### config.mk
export PLATFORM = sky130hd
export DESIGN_NAME = synth_boot_seq
export DESIGN_NICKNAME = d
export VERILOG_FILES = /design/src/rtl/synth_boot_pkg.sv /design/src/rtl/boot_delay_timer.sv /design/src/rtl/boot_step_ctrl.sv /design/src/rtl/boot_word_sel.sv /design/src/rtl/lock_follow.sv /design/src/rtl/synth_boot_seq.sv
export SDC_FILE = /design/constraint.sdc
export NUM_CORES = 1
export LEC_CHECK = 0
export BUFFER_PORTS_ARGS = -buffer_cell sky130_fd_sc_hd__buf_4
export CORE_MARGIN = 4
export CORE_UTILIZATION = 45
export CTS_CLUSTER_DIAMETER = 50
export DETAILED_ROUTE_END_ITERATION = 8
export PLACE_DENSITY = 0.67
export SYNTH_ARGS = -nofsm -noshare
export SYNTH_HDL_FRONTEND = slang
export SYNTH_HIERARCHICAL = 1
export SYNTH_SLANG_ARGS = --single-unit
### constraint.sdc
create_clock -name clk_i -period 3.1 [get_ports clk_i]
set_input_delay 0.62 -clock clk_i [delete_from_list [all_inputs] [get_ports clk_i]]
set_output_delay 0.62 -clock clk_i [all_outputs]
set_load 0.02 [all_outputs]
### src/rtl/synth_boot_pkg.sv
package synth_boot_pkg;

  typedef enum logic [1:0] {
    SEQ_WAIT  = 2'd0,
    SEQ_ISSUE = 2'd1,
    SEQ_DONE  = 2'd2
  } seq_state_e;

  localparam int unsigned NUM_STEPS = 6;
  localparam int unsigned STEP_W    = $clog2(NUM_STEPS);

  // Order is behaviour: counter reset is set before the divider loads and cleared after them.
  typedef enum logic [STEP_W-1:0] {
    STP_NS_CLR    = 3'd0,
    STP_NS_SET    = 3'd1,
    STP_CTRL_HOLD = 3'd2,
    STP_REF       = 3'd3,
    STP_MAIN      = 3'd4,
    STP_CTRL_RUN  = 3'd5
  } step_e;

endpackage

### src/rtl/boot_delay_timer.sv
module boot_delay_timer #(
  parameter int unsigned DELAY_CYCLES = 5_000_000
) (
  input  logic clk_i,
  input  logic rst_ni,
  output logic expired_o
);
  localparam int unsigned CNT_W = (DELAY_CYCLES > 1) ? $clog2(DELAY_CYCLES) : 1;
  localparam logic [CNT_W-1:0] LAST = CNT_W'(DELAY_CYCLES - 1);

  logic [CNT_W-1:0] cnt_q;
  logic             expired_q;

  always_ff @(posedge clk_i or negedge rst_ni) begin
    if (!rst_ni) begin
      cnt_q     <= '0;
      expired_q <= 1'b0;
    end else if (!expired_q) begin
      if (cnt_q == LAST) expired_q <= 1'b1;
      else               cnt_q     <= cnt_q + 1'b1;
    end
  end

  assign expired_o = expired_q;
endmodule

### src/rtl/boot_step_ctrl.sv
module boot_step_ctrl
  import synth_boot_pkg::*;
(
  input  logic  clk_i,
  input  logic  rst_ni,
  input  logic  start_i,
  input  logic  wr_done_i,
  output logic  wr_req_o,
  output step_e step_o,
  output logic  done_o
);
  seq_state_e state_q;
  step_e      step_q;

  always_ff @(posedge clk_i or negedge rst_ni) begin
    if (!rst_ni) begin
      state_q <= SEQ_WAIT;
      step_q  <= STP_NS_CLR;
    end else begin
      unique case (state_q)
        SEQ_WAIT: if (start_i) begin
          state_q <= SEQ_ISSUE;
          step_q  <= STP_NS_CLR;
        end
        SEQ_ISSUE: if (wr_done_i) begin
          if (step_q == STP_CTRL_RUN) state_q <= SEQ_DONE;
          else step_q <= step_e'(STEP_W'(step_q + STEP_W'(1)));
        end
        SEQ_DONE: state_q <= SEQ_DONE;
        default:  state_q <= SEQ_WAIT;
      endcase
    end
  end

  assign wr_req_o = (state_q == SEQ_ISSUE);
  assign done_o   = (state_q == SEQ_DONE);
  assign step_o   = step_q;
endmodule

### src/rtl/boot_word_sel.sv
module boot_word_sel
  import synth_boot_pkg::*;
#(
  parameter int unsigned       WORD_W     = 24,
  parameter int unsigned       LEN_W      = 5,
  parameter logic [WORD_W-1:0] CLR_WORD   = 'h000003,
  parameter logic [WORD_W-1:0] NS_IMAGE   = 'h0003C7,
  parameter logic [WORD_W-1:0] CTRL_IMAGE = 'h0001E2,
  parameter logic [WORD_W-1:0] REF_IMAGE  = 'h1440A1,
  parameter logic [WORD_W-1:0] MAIN_IMAGE = 'h3FC060,
  parameter int unsigned       CRST_BIT   = 3,
  parameter int unsigned       NS_LEN     = 11,
  parameter int unsigned       CTRL_LEN   = 16,
  parameter int unsigned       DIV_LEN    = 24
) (
  input  step_e             step_i,
  output logic [WORD_W-1:0] word_o,
  output logic [LEN_W-1:0]  len_o
);
  localparam logic [WORD_W-1:0] CRST_MASK = WORD_W'(1) << CRST_BIT;
  localparam logic [WORD_W-1:0] CTRL_HOLD = CTRL_IMAGE | CRST_MASK;
  localparam logic [WORD_W-1:0] CTRL_RUN  = CTRL_IMAGE & ~CRST_MASK;

  always_comb begin
    word_o = CLR_WORD;
    len_o  = LEN_W'(NS_LEN);
    unique case (step_i)
      STP_NS_CLR:    begin word_o = CLR_WORD;   len_o = LEN_W'(NS_LEN);   end
      STP_NS_SET:    begin word_o = NS_IMAGE;   len_o = LEN_W'(NS_LEN);   end
      STP_CTRL_HOLD: begin word_o = CTRL_HOLD;  len_o = LEN_W'(CTRL_LEN); end
      STP_REF:       begin word_o = REF_IMAGE;  len_o = LEN_W'(DIV_LEN);  end
      STP_MAIN:      begin word_o = MAIN_IMAGE; len_o = LEN_W'(DIV_LEN);  end
      STP_CTRL_RUN:  begin word_o = CTRL_RUN;   len_o = LEN_W'(CTRL_LEN); end
      default:       begin word_o = CLR_WORD;   len_o = LEN_W'(NS_LEN);   end
    endcase
  end
endmodule

### src/rtl/lock_follow.sv
module lock_follow #(
  parameter int unsigned SYNC_STAGES = 2
) (
  input  logic clk_i,
  input  logic rst_ni,
  input  logic enable_i,
  input  logic lock_raw_i,
  output logic lock_o
);
  logic [SYNC_STAGES-1:0] sync_q;

  generate
    for (genvar s = 0; s < SYNC_STAGES; s++) begin : g_sync
      always_ff @(posedge clk_i or negedge rst_ni) begin
        if (!rst_ni) sync_q[s] <= 1'b0;
        else if (s == 0) sync_q[s] <= lock_raw_i;
        else sync_q[s] <= sync_q[(s == 0) ? 0 : s-1];
      end
    end
  endgenerate

  assign lock_o = enable_i & sync_q[SYNC_STAGES-1];
endmodule

### src/rtl/synth_boot_seq.sv
module synth_boot_seq
  import synth_boot_pkg::*;
#(
  parameter int unsigned       DELAY_CYCLES = 5_000_000,
  parameter int unsigned       WORD_W       = 24,
  parameter logic [WORD_W-1:0] CLR_WORD     = 'h000003,
  parameter logic [WORD_W-1:0] NS_IMAGE     = 'h0003C7,
  parameter logic [WORD_W-1:0] CTRL_IMAGE   = 'h0001E2,
  parameter logic [WORD_W-1:0] REF_IMAGE    = 'h1440A1,
  parameter logic [WORD_W-1:0] MAIN_IMAGE   = 'h3FC060,
  parameter int unsigned       CRST_BIT     = 3,
  parameter int unsigned       NS_LEN       = 11,
  parameter int unsigned       CTRL_LEN     = 16,
  parameter int unsigned       DIV_LEN      = 24,
  parameter int unsigned       SYNC_STAGES  = 2
) (
  input  logic                         clk_i,
  input  logic                         rst_ni,
  output logic                         wr_req_o,
  output logic [WORD_W-1:0]            wr_word_o,
  output logic [$clog2(WORD_W+1)-1:0]  wr_len_o,
  input  logic                         wr_done_i,
  input  logic                         lock_raw_i,
  output logic                         lock_led_o,
  output logic                         done_o
);
  localparam int unsigned LEN_W = $clog2(WORD_W + 1);

  logic  expired;
  step_e step;

  boot_delay_timer #(.DELAY_CYCLES(DELAY_CYCLES)) u_timer (
    .clk_i     (clk_i),
    .rst_ni    (rst_ni),
    .expired_o (expired)
  );

  boot_step_ctrl u_ctrl (
    .clk_i     (clk_i),
    .rst_ni    (rst_ni),
    .start_i   (expired),
    .wr_done_i (wr_done_i),
    .wr_req_o  (wr_req_o),
    .step_o    (step),
    .done_o    (done_o)
  );

  boot_word_sel #(
    .WORD_W     (WORD_W),
    .LEN_W      (LEN_W),
    .CLR_WORD   (CLR_WORD),
    .NS_IMAGE   (NS_IMAGE),
    .CTRL_IMAGE (CTRL_IMAGE),
    .REF_IMAGE  (REF_IMAGE),
    .MAIN_IMAGE (MAIN_IMAGE),
    .CRST_BIT   (CRST_BIT),
    .NS_LEN     (NS_LEN),
    .CTRL_LEN   (CTRL_LEN),
    .DIV_LEN    (DIV_LEN)
  ) u_words (
    .step_i (step),
    .word_o (wr_word_o),
    .len_o  (wr_len_o)
  );

  lock_follow #(.SYNC_STAGES(SYNC_STAGES)) u_lock (
    .clk_i      (clk_i),
    .rst_ni     (rst_ni),
    .enable_i   (done_o),
    .lock_raw_i (lock_raw_i),
    .lock_o     (lock_led_o)
  );
endmodule

==> impl_metrics.yaml, run 1 <==
finish:
  fillers: 330
  finish.instance_area_mm2: 0.002096
  final-seq-area_um2: 775.7
  multi_input_area_um2: 902.1
  drive_gt1_frac: 0.2629
  area.growth.synth_to_final_pct: 14.65
  diodes: 0
  num-nets-final: 204
  post-route-util: 0.5517
floorplanning:
  start_util: 0.4812
  io_pins: 36
  fp.coreArea_mm2: 0.003799
  rows: 22
  chipWidth_um: 71.74
  die_y_um: 71.74
  die_area_mm2: 0.005146
synth:
  netlist_instances: 170
  ys.warnings.count: 6
  synth_common_cells: "dfrtp_1, buf_4, nand2_1, xnor2_1, inv_1"
  synth_top_flop_cell: "dfrtp_1"
  synth_most_common_cell: "dfrtp_1"
  synthTopCellsByArea: "dfrtp_1, buf_4, xnor2_1, ha_1, nand2_1"
  syn_area_mm2: 0.001828
  synth-edff-count: 0
  yosysSeqAreaShare: 0.4244
  ys_async_sr_fraction: 1.000
  synth_cell_types: 46
  ys_ff_latch: 31
  syn_avg_cell_area_um2: 10.75
  synth_top_area_cell: "dfrtp_1"
  synth_top_area_frac: 0.4244
global_route:
  antenna_found_initial: 0
  grt_use_total: 0.1332
  grt_overflow: 0
  grt_pass1_wl_um: 5430
  grt_start_max_net_pins: 32
  grt_pass1_vias: 1189
clock_tree:
  clk_pin_slew_ns: 0.06
  cts_tree: "done"
  numCtsBuffers: 5
  clk_latency_ns: 0.28
  cts_hold_buf: 0
  post-cts-setup-buffer-count: 0
  cts_root_buf: "clkbuf_8"
  cts_num_sinks: 31
  clockBufferDepth: 2
  cts_repair_resize_count: 0
  h-tree-depth: 2
pwr:
  irDropWorstVdd_mv: 0.2115
  total_power_uw: 821.8
  power_per_cell_area_mw_per_mm2: 392.1
  power.leakage_uw: 0.001004
critical_path:
  worstPathRequired_ns: 2.48
  reg2regPathDepth: 5
  path_max_fanout: 16
  end_kind: "output port"
  rr_startpoint: "u_timer/cnt_q[0]"
  start_kind: "register"
  rr_endpoint: "u_timer/cnt_q[1]"
  critical_path_class: "reg2out"
  r2r_setup_slack_ns: 1.30
  arrival_ns: 1.69
flow_run:
  drv_cap: 0
sta:
  fin_crit_sh: 0.7456
  setup-tns-final_ns: 0
  max_freq_ghz: 0.4326
  setup_viol: 0
  fin_hold_ws_ns: 0.2599
  rsz0062_at_grt: "no"
  final_hold_viol_count: 0
  period_minus_slack_ns: 2.311
  clock_skew_ns: 0.003939
  slew_violations: 0
route:
  drtPass1Iterations: 4
  wirelength_um: 3224
  drt_drc_violations_left: 0
  post_drt_wl_per_cell_um: 13.32
  drt_iter0_drc: 81
  ant_nets: 0
  vias_per_cell: 5.107
  num_vias: 1236
placement:
  port_buffers: 27
  placed_area_mm2: 0.001978
  dpl.hpwl_um: 2463
  place_congestion: 0.7670
worst_hold_path:
  worstHoldPathType: "in2async"
run_status:
  status: "finished clean"
## routing by layer
metal,global-route usage,up-vias,part of all wire
li1,-,606,-
met2,0.2082,31,0.51
met5,0,-,0
met3,0.04208,6,0.061
met4,0.06263,0,0.013
met1,0.1668,593,0.42
## cells by family (layout without fill, tap and decap cells)
| group | Yosys count | in the layout | share of synthesized area |
|---|---|---|---|
| multiplexers | 8 | 8 | 0.04859 |
| flip-flops | 31 | 31 | 0.4244 |
| buffers and inverters | 28 | 45 | 0.09651 |
| XOR/XNOR | 20 | 20 | 0.09583 |
| adder cells (fa/ha/maj) | 7 | 7 | 0.04791 |
| other | 1 | 8 | 0.002051 |
| AO/OA/AOI/OAI | 18 | 18 | 0.06981 |
| AND/OR/NAND/NOR | 57 | 57 | 0.2149 |
## sequential cells by signal (all words and copies together) (netlist names)
signal	count
u_timer/expired_o	1
u_timer/cnt_q	23
u_lock/sync_q	2
u_ctrl/step_o	3
u_ctrl/state_q	2
## through the flow
step	setup slack [ns]	cells
after floorplan	1.009	177
after global placement	1.153	234
after detailed placement	1.080	234
after CTS	0.7537	242
after global routing	0.6229	242
final	0.7885	242
## worst max-delay path, stage by stage (launching register included)
cell,delay [ns]
dfrtp_1,0.64
nor3b_4,0.38
o21bai_1,0.21
buf_4,0.19
## cell type report
class                           count  share of cell area
Sequential cell                    31              0.3701
Clock buffer                        6             0.03940
Inverter                           10             0.01791
Tap cell                           48             0.02866
Clock inverter                      2             0.01672
Multi-Input combinational cell    118              0.4304
Timing Repair Buffer               27             0.09672
## worst max path at each step
stage                     slack (ns)  cells after the start            end              from
final                           0.79                      3  wr_word_o[18]  u_ctrl/step_o[2]
after global routing            0.62                      3  wr_word_o[18]  u_ctrl/step_o[2]
after CTS                       0.75                      3  wr_word_o[20]  u_ctrl/step_o[2]
after detailed placement        1.08                      3  wr_word_o[20]  u_ctrl/step_o[2]
after global placement          1.15                      3  wr_word_o[14]  u_ctrl/step_o[2]
after floorplan                 1.01                      4  wr_word_o[18]  u_ctrl/step_o[1]
## placed cells by master, fill, tap and decap left out, types with 2 or more instances in the layout
master    netlist  layout
mux2i_1         4       4
nand3b_1        2       2
clkbuf_8        0       6
nand3_1         6       6
nand2b_1        3       3
ha_1            7       7
xnor2_1        14      14
nor4bb_1        2       2
nand4_1         7       7
dfrtp_1        31      31
conb_1          1       8
xor2_1          6       6
nor3_1          2       2
buf_4          17      27
mux2_2          2       2
inv_1          10      10
nor2b_1         2       2
nor2_1          5       5
a21oi_1         7       7
nand2_1        14      14
nor4b_1         2       2
## power breakdown
group          internal, uW  switching [uW]
clock                   260             137
sequential              406           0.278
combinational          2.46            16.4
Note: power is estimated with default switching activity, not from simulation.
==> run 2: changes to the inputs <==
--- a/config.mk
+++ b/config.mk
@@ -10,7 +10,7 @@
 export CORE_UTILIZATION = 45
 export CTS_CLUSTER_DIAMETER = 50
 export DETAILED_ROUTE_END_ITERATION = 8
-export PLACE_DENSITY = 0.67
+export PLACE_DENSITY = 0.7
 export SYNTH_ARGS = -nofsm -noshare
 export SYNTH_HDL_FRONTEND = slang
 export SYNTH_HIERARCHICAL = 1
==> constraint.sdc (replaced) <==
create_clock -name clk_i -period 2 [get_ports clk_i]
set_input_delay 0.4 -clock clk_i [delete_from_list [all_inputs] [get_ports clk_i]]
set_output_delay 0.4 -clock clk_i [all_outputs]
set_load 0.02 [all_outputs]
==> run 2 against run 1 <==
Against the previous run: clock-buffer cell count unchanged; via count increased by 1.9%; sequential share of layout area increased by 0.13 points; routed wire length grew 0.81%; sequential power up 55%; clock skew up 0.0012 ns; non-clock buffer count is 3 higher; critical path depth unchanged; largest cell class unchanged.
==> impl_metrics.yaml, run 2 (synthesis gave the netlist of run 1 again) <==
floorplanning:
  io_pins: 36
  fp.coreArea_mm2: 0.003799
  die_y_um: 71.74
  chipWidth_um: 71.74
  rows: 22
  start_util: 0.4812
  die_area_mm2: 0.005146
critical_path:
  arrival_ns: 1.48
  path_max_fanout: 12
  end_kind: "output port"
  start_kind: "register"
  critical_path_class: "reg2out"
  worstPathRequired_ns: 1.60
route:
  routed.top_layer: "met4"
  drt_drc_violations_left: 0
  routed-wl-met3_um: 230
  post_drt_wl_per_cell_um: 13.32
  ant_nets: 0
  num_vias: 1259
  drt_iter0_drc: 41
  vias_per_cell: 5.160
  dr_wl_met2_um: 1584
  wirelength_um: 3250
  drtPass1Iterations: 5
  met1_length_um: 1367
finish:
  num-nets-final: 207
  area.growth.synth_to_final_pct: 14.24
  largest_register_ffs: 23
  regMostFlops: "u_timer/cnt_q"
  drive_gt1_frac: 0.2704
  mostFrequentLayoutCell: "dfrtp_1"
  diodes: 0
  layout_common_cells: "dfrtp_1, buf_4, nand2_1, xnor2_1, inv_1"
  stdcell_count: 244
  finish.instance_area_mm2: 0.002088
pwr:
  power.leakage_uw: 0.001004
  irDropWorstVdd_mv: 0.5961
  power_per_cell_area_mw_per_mm2: 548.3
clock_tree:
  clockBufferDepth: 2
  cts_repair_resize_count: 0
  cts_tree: "done"
  numCtsBuffers: 5
  h-tree-depth: 2
  post-cts-setup-buffer-count: 2
  cts_root_buf: "clkbuf_8"
  cts_hold_buf: 0
  cts_num_sinks: 31
  clk_latency_ns: 0.28
  clk_pin_slew_ns: 0.06
sta:
  setup_viol: 0
  period_minus_slack_ns: 1.884
  max_freq_ghz: 0.5309
  clock_skew_ns: 0.005168
  slew_violations: 0
  final_hold_viol_count: 0
  setup-tns-final_ns: 0
  rsz0062_at_grt: "no"
  fin_crit_sh: 0.9419
global_route:
  antenna_found_initial: 0
  grt_overflow: 0
  grt_pass1_vias: 1210
  grt_start_max_net_pins: 32
  grt_use_total: 0.1406
  grt_pass1_wl_um: 5609
placement:
  place_congestion: 0.8218
  placed_area_mm2: 0.001986
  dpl.hpwl_um: 2396
  port_buffers: 27
  place_inst: 235
flow_run:
  drv_cap: 0
worst_hold_path:
  worstHoldPathType: "in2async"
run_status:
  status: "finished clean"
## run 2: cell count changes in the layout (fill, tap and decap cells not counted), sizes merged
cell and delta:
buf +3, bufinv -1
## run 2: layout make-up
cell class / instances / area, um2
sequential: 31 / 775.7
clock inverter: 1 / 5.005
fill: 344 / 1710
tap: 48 / 60.06
multi-input combinational: 118 / 902.1
clock buffer: 6 / 82.58
inverter: 10 / 37.54
timing repair buffer: 30 / 225.2
## run 2: path summary, 6_finish.rpt
| kind | startpoint | end | slack [ns] | cells past startpoint |
|---|---|---|---|---|
| min in group clk_i | lock_raw_i | u_lock/sync_q[0] | 0.23 | 1 |
| min | rst_ni | u_timer/cnt_q[12] | 0.04 | 1 |
| max reg2reg | u_ctrl/step_o[1] | u_ctrl/state_q[0] | 0.19 | 5 |
| max | u_ctrl/step_o[1] | wr_word_o[20] | 0.12 | 3 |
| max in group asynchronous | rst_ni | u_ctrl/state_q[1] | 1.67 | 1 |
| min reg2reg | u_lock/sync_q[0] | u_lock/sync_q[1] | 0.35 | 0 |
## run 2: worst max-delay path, stage by stage, from the launching register on
cell and delay, ns:
dfrtp_1 0.53, nor3b_4 0.27, o21bai_1 0.20, buf_4 0.20
## run 2: through the flow
step	hold WS, ns	utilization	total power [uW]	setup slack (ns)
final	0.04036	0.5497	1145	0.1163
after global routing	0.06399	0.5497	1201	0.01490
after floorplan	0.1044	-	666.2	0.1287
after detailed placement	0.3442	0.5227	671.7	0.1987
after CTS	0.04543	0.5497	1170	0.09376
after global placement	0.3373	0.5227	670.7	0.2896
## run 2: per-layer routing
| metal | vias to the layer above | GRT usage |
|---|---|---|
| li1 | 616 | - |
| met1 | 600 | 0.1627 |
| met2 | 37 | 0.2235 |
| met3 | 6 | 0.05049 |
| met4 | 0 | 0.08142 |
| met5 | - | 0 |
## run 2: where the power goes
part	internal [uW]	switching (uW)	total [uW]
logic	3.81	26.0	29.8
clock network	269	216	486
registers	629	0.344	630
==> run 3: changes to the inputs <==
--- a/config.mk
+++ b/config.mk
@@ -11,6 +11,7 @@
 export CTS_CLUSTER_DIAMETER = 50
 export DETAILED_ROUTE_END_ITERATION = 8
 export PLACE_DENSITY = 0.7
+export REMOVE_ABC_BUFFERS = 1
 export SYNTH_ARGS = -nofsm -noshare
 export SYNTH_HDL_FRONTEND = slang
 export SYNTH_HIERARCHICAL = 1
==> run 3 against run 2 <==
Against the previous run: maximum frequency shrank 1.2%; total power shrank 3.0%; cell count is 0.82% higher; worst hold slack worse by 0.0015 ns; clock skew about the same; utilization about the same.
==> impl_metrics.yaml, run 3 (synthesis gave the netlist of run 1 again) <==
sta:
  period_minus_slack_ns: 1.906
  setup_viol: 0
  fin_hold_ws_ns: 0.03890
  slew_violations: 0
  fin_crit_sh: 0.9532
  final_hold_viol_count: 0
  clock_skew_ns: 0.005024
  setup_ws_ns: 0.09350
  max_freq_ghz: 0.5245
  setup-tns-final_ns: 0
finish:
  area.growth.synth_to_final_pct: 14.31
  finish.instance_area_mm2: 0.002090
  layout_common_cells: "buf_4, dfrtp_1, nand2_1, xnor2_1, inv_1"
  fillers: 343
  regMostFlops: "u_timer/cnt_q"
  diodes: 0
  drive_gt1_frac: 0.2677
  final-seq-area_um2: 775.7
  multi_input_area_um2: 902.1
  largest_register_ffs: 23
  num-nets-final: 208
  stdcell_count: 246
clock_tree:
  cts_tree: "done"
  cts_hold_buf: 0
  clk_latency_ns: 0.28
  clockBufferDepth: 2
  numCtsBuffers: 5
  cts_root_buf: "clkbuf_8"
  clk_pin_slew_ns: 0.06
  h-tree-depth: 2
  cts_num_sinks: 31
worst_hold_path:
  worstHoldPathType: "in2async"
pwr:
  switching_share: 0.2108
  seqPwrFrac: 0.567
  combPwrFrac: 0.026
  power.leakage_uw: 0.001003
  irDropWorstVdd_mv: 0.4969
  p_clk_frac: 0.406
  p_sw_uw: 234.2
  internal-power_uw: 876.5
  power_per_cell_area_mw_per_mm2: 531.5
critical_path:
  worstPathRequired_ns: 1.60
  path_max_fanout: 11
  critical_path_class: "reg2out"
  start_kind: "register"
  rr_endpoint: "u_ctrl/state_q[0]"
  reg2regPathDepth: 4
  r2r_setup_slack_ns: 0.22
  end_kind: "output port"
  arrival_ns: 1.51
  rr_startpoint: "u_ctrl/step_o[0]"
global_route:
  grt_start_max_net_pins: 32
  grt_overflow: 0
  grt_use_total: 0.1297
  grt_pass1_vias: 1221
  antenna_found_initial: 0
  grt_pass1_wl_um: 5237
route:
  wirelength_um: 3181
  drt_iter0_drc: 43
  num_vias: 1266
  drt_drc_violations_left: 0
  post_drt_wl_per_cell_um: 12.93
  drtPass1Iterations: 5
  ant_nets: 0
  vias_per_cell: 5.146
placement:
  port_buffers: 27
  dpl.hpwl_um: 2413
  dp_slack_ns: 0.2346
  place_inst: 236
  place_congestion: 0.8432
  placed_area_mm2: 0.001993
floorplanning:
  fp.coreArea_mm2: 0.003799
  io_pins: 36
  rows: 22
  chipWidth_um: 71.74
  die_y_um: 71.74
  die_area_mm2: 0.005146
  start_util: 0.4812
run_status:
  status: "finished clean"
flow_run:
  drv_cap: 0
-- run 3: cell count changes in the layout (fill, tap and decap cells not counted) --
cell      before  now
clkbuf_1       0    2
buf_4         30   31
clkbuf_8       6    5
-- run 3: worst max-delay path by stage --
stage | slack [ns] | from | cells past startpoint | end
floorplan | -0.52 | u_ctrl/step_o[2] | 2 | wr_word_o[14]
global placement | 0.32 | u_ctrl/step_o[0] | 4 | u_ctrl/state_q[1]
detailed placement | 0.23 | u_ctrl/step_o[0] | 4 | u_ctrl/state_q[0]
CTS | 0.008 | u_ctrl/step_o[0] | 3 | wr_word_o[20]
global route | -0.009 | u_ctrl/step_o[0] | 3 | wr_word_o[20]
finish | 0.09 | u_ctrl/step_o[0] | 3 | wr_word_o[20]
-- run 3: per-layer routing --
layer / vias to the layer above / routed length, um / GRT usage
met3: 6 / 190 / 0.04348
li1: 619 / - / -
met1: 610 / 1398 / 0.1495
met2: 31 / 1549 / 0.2214
met4: 0 / 43 / 0.05010
met5: - / 0 / 0
-- run 3: what timing repair did --
item / 4_1_cts / 5_1_grt
endpoints found under the setup margin: 0 / 3
buffers inserted: 0 / 2
resized for setup: 0 / 0
-- run 3: through the flow --
stage	total power (uW)	util
after detailed placement	671.2	0.5247
after global routing	1163	0.5501
after CTS	1131	0.5461
after global placement	670.8	0.5247
final	1111	0.5501
after floorplan	654.1	-
-- run 3: area by class of cell --
cell class	instances	share of cell area
inverters	10	0.01796
clock buffers	7	0.03653
clock inverters	1	0.002395
flip-flops and latches	31	0.3713
multi-input cells	118	0.4317
well taps	48	0.02874
repair buffers	31	0.1114
-- run 3: power groups by stage --
| stage | clock (uW) | combinational [uW] | sequential (uW) |
|---|---|---|---|
| CTS | 471 | 30.1 | 630 |
| global route | 500 | 33.0 | 629 |
| detailed placement | 0 | 30.1 | 641 |
| finish | 451 | 29.4 | 630 |
| global placement | 0 | 29.6 | 641 |
| floorplan | 0 | 13.0 | 641 |
-- run 3: critical path, cell delays in order (launching register included) --
cell and delay, ns:
dfrtp_1 0.53, nor3b_4 0.31, o21bai_1 0.20, buf_4 0.19
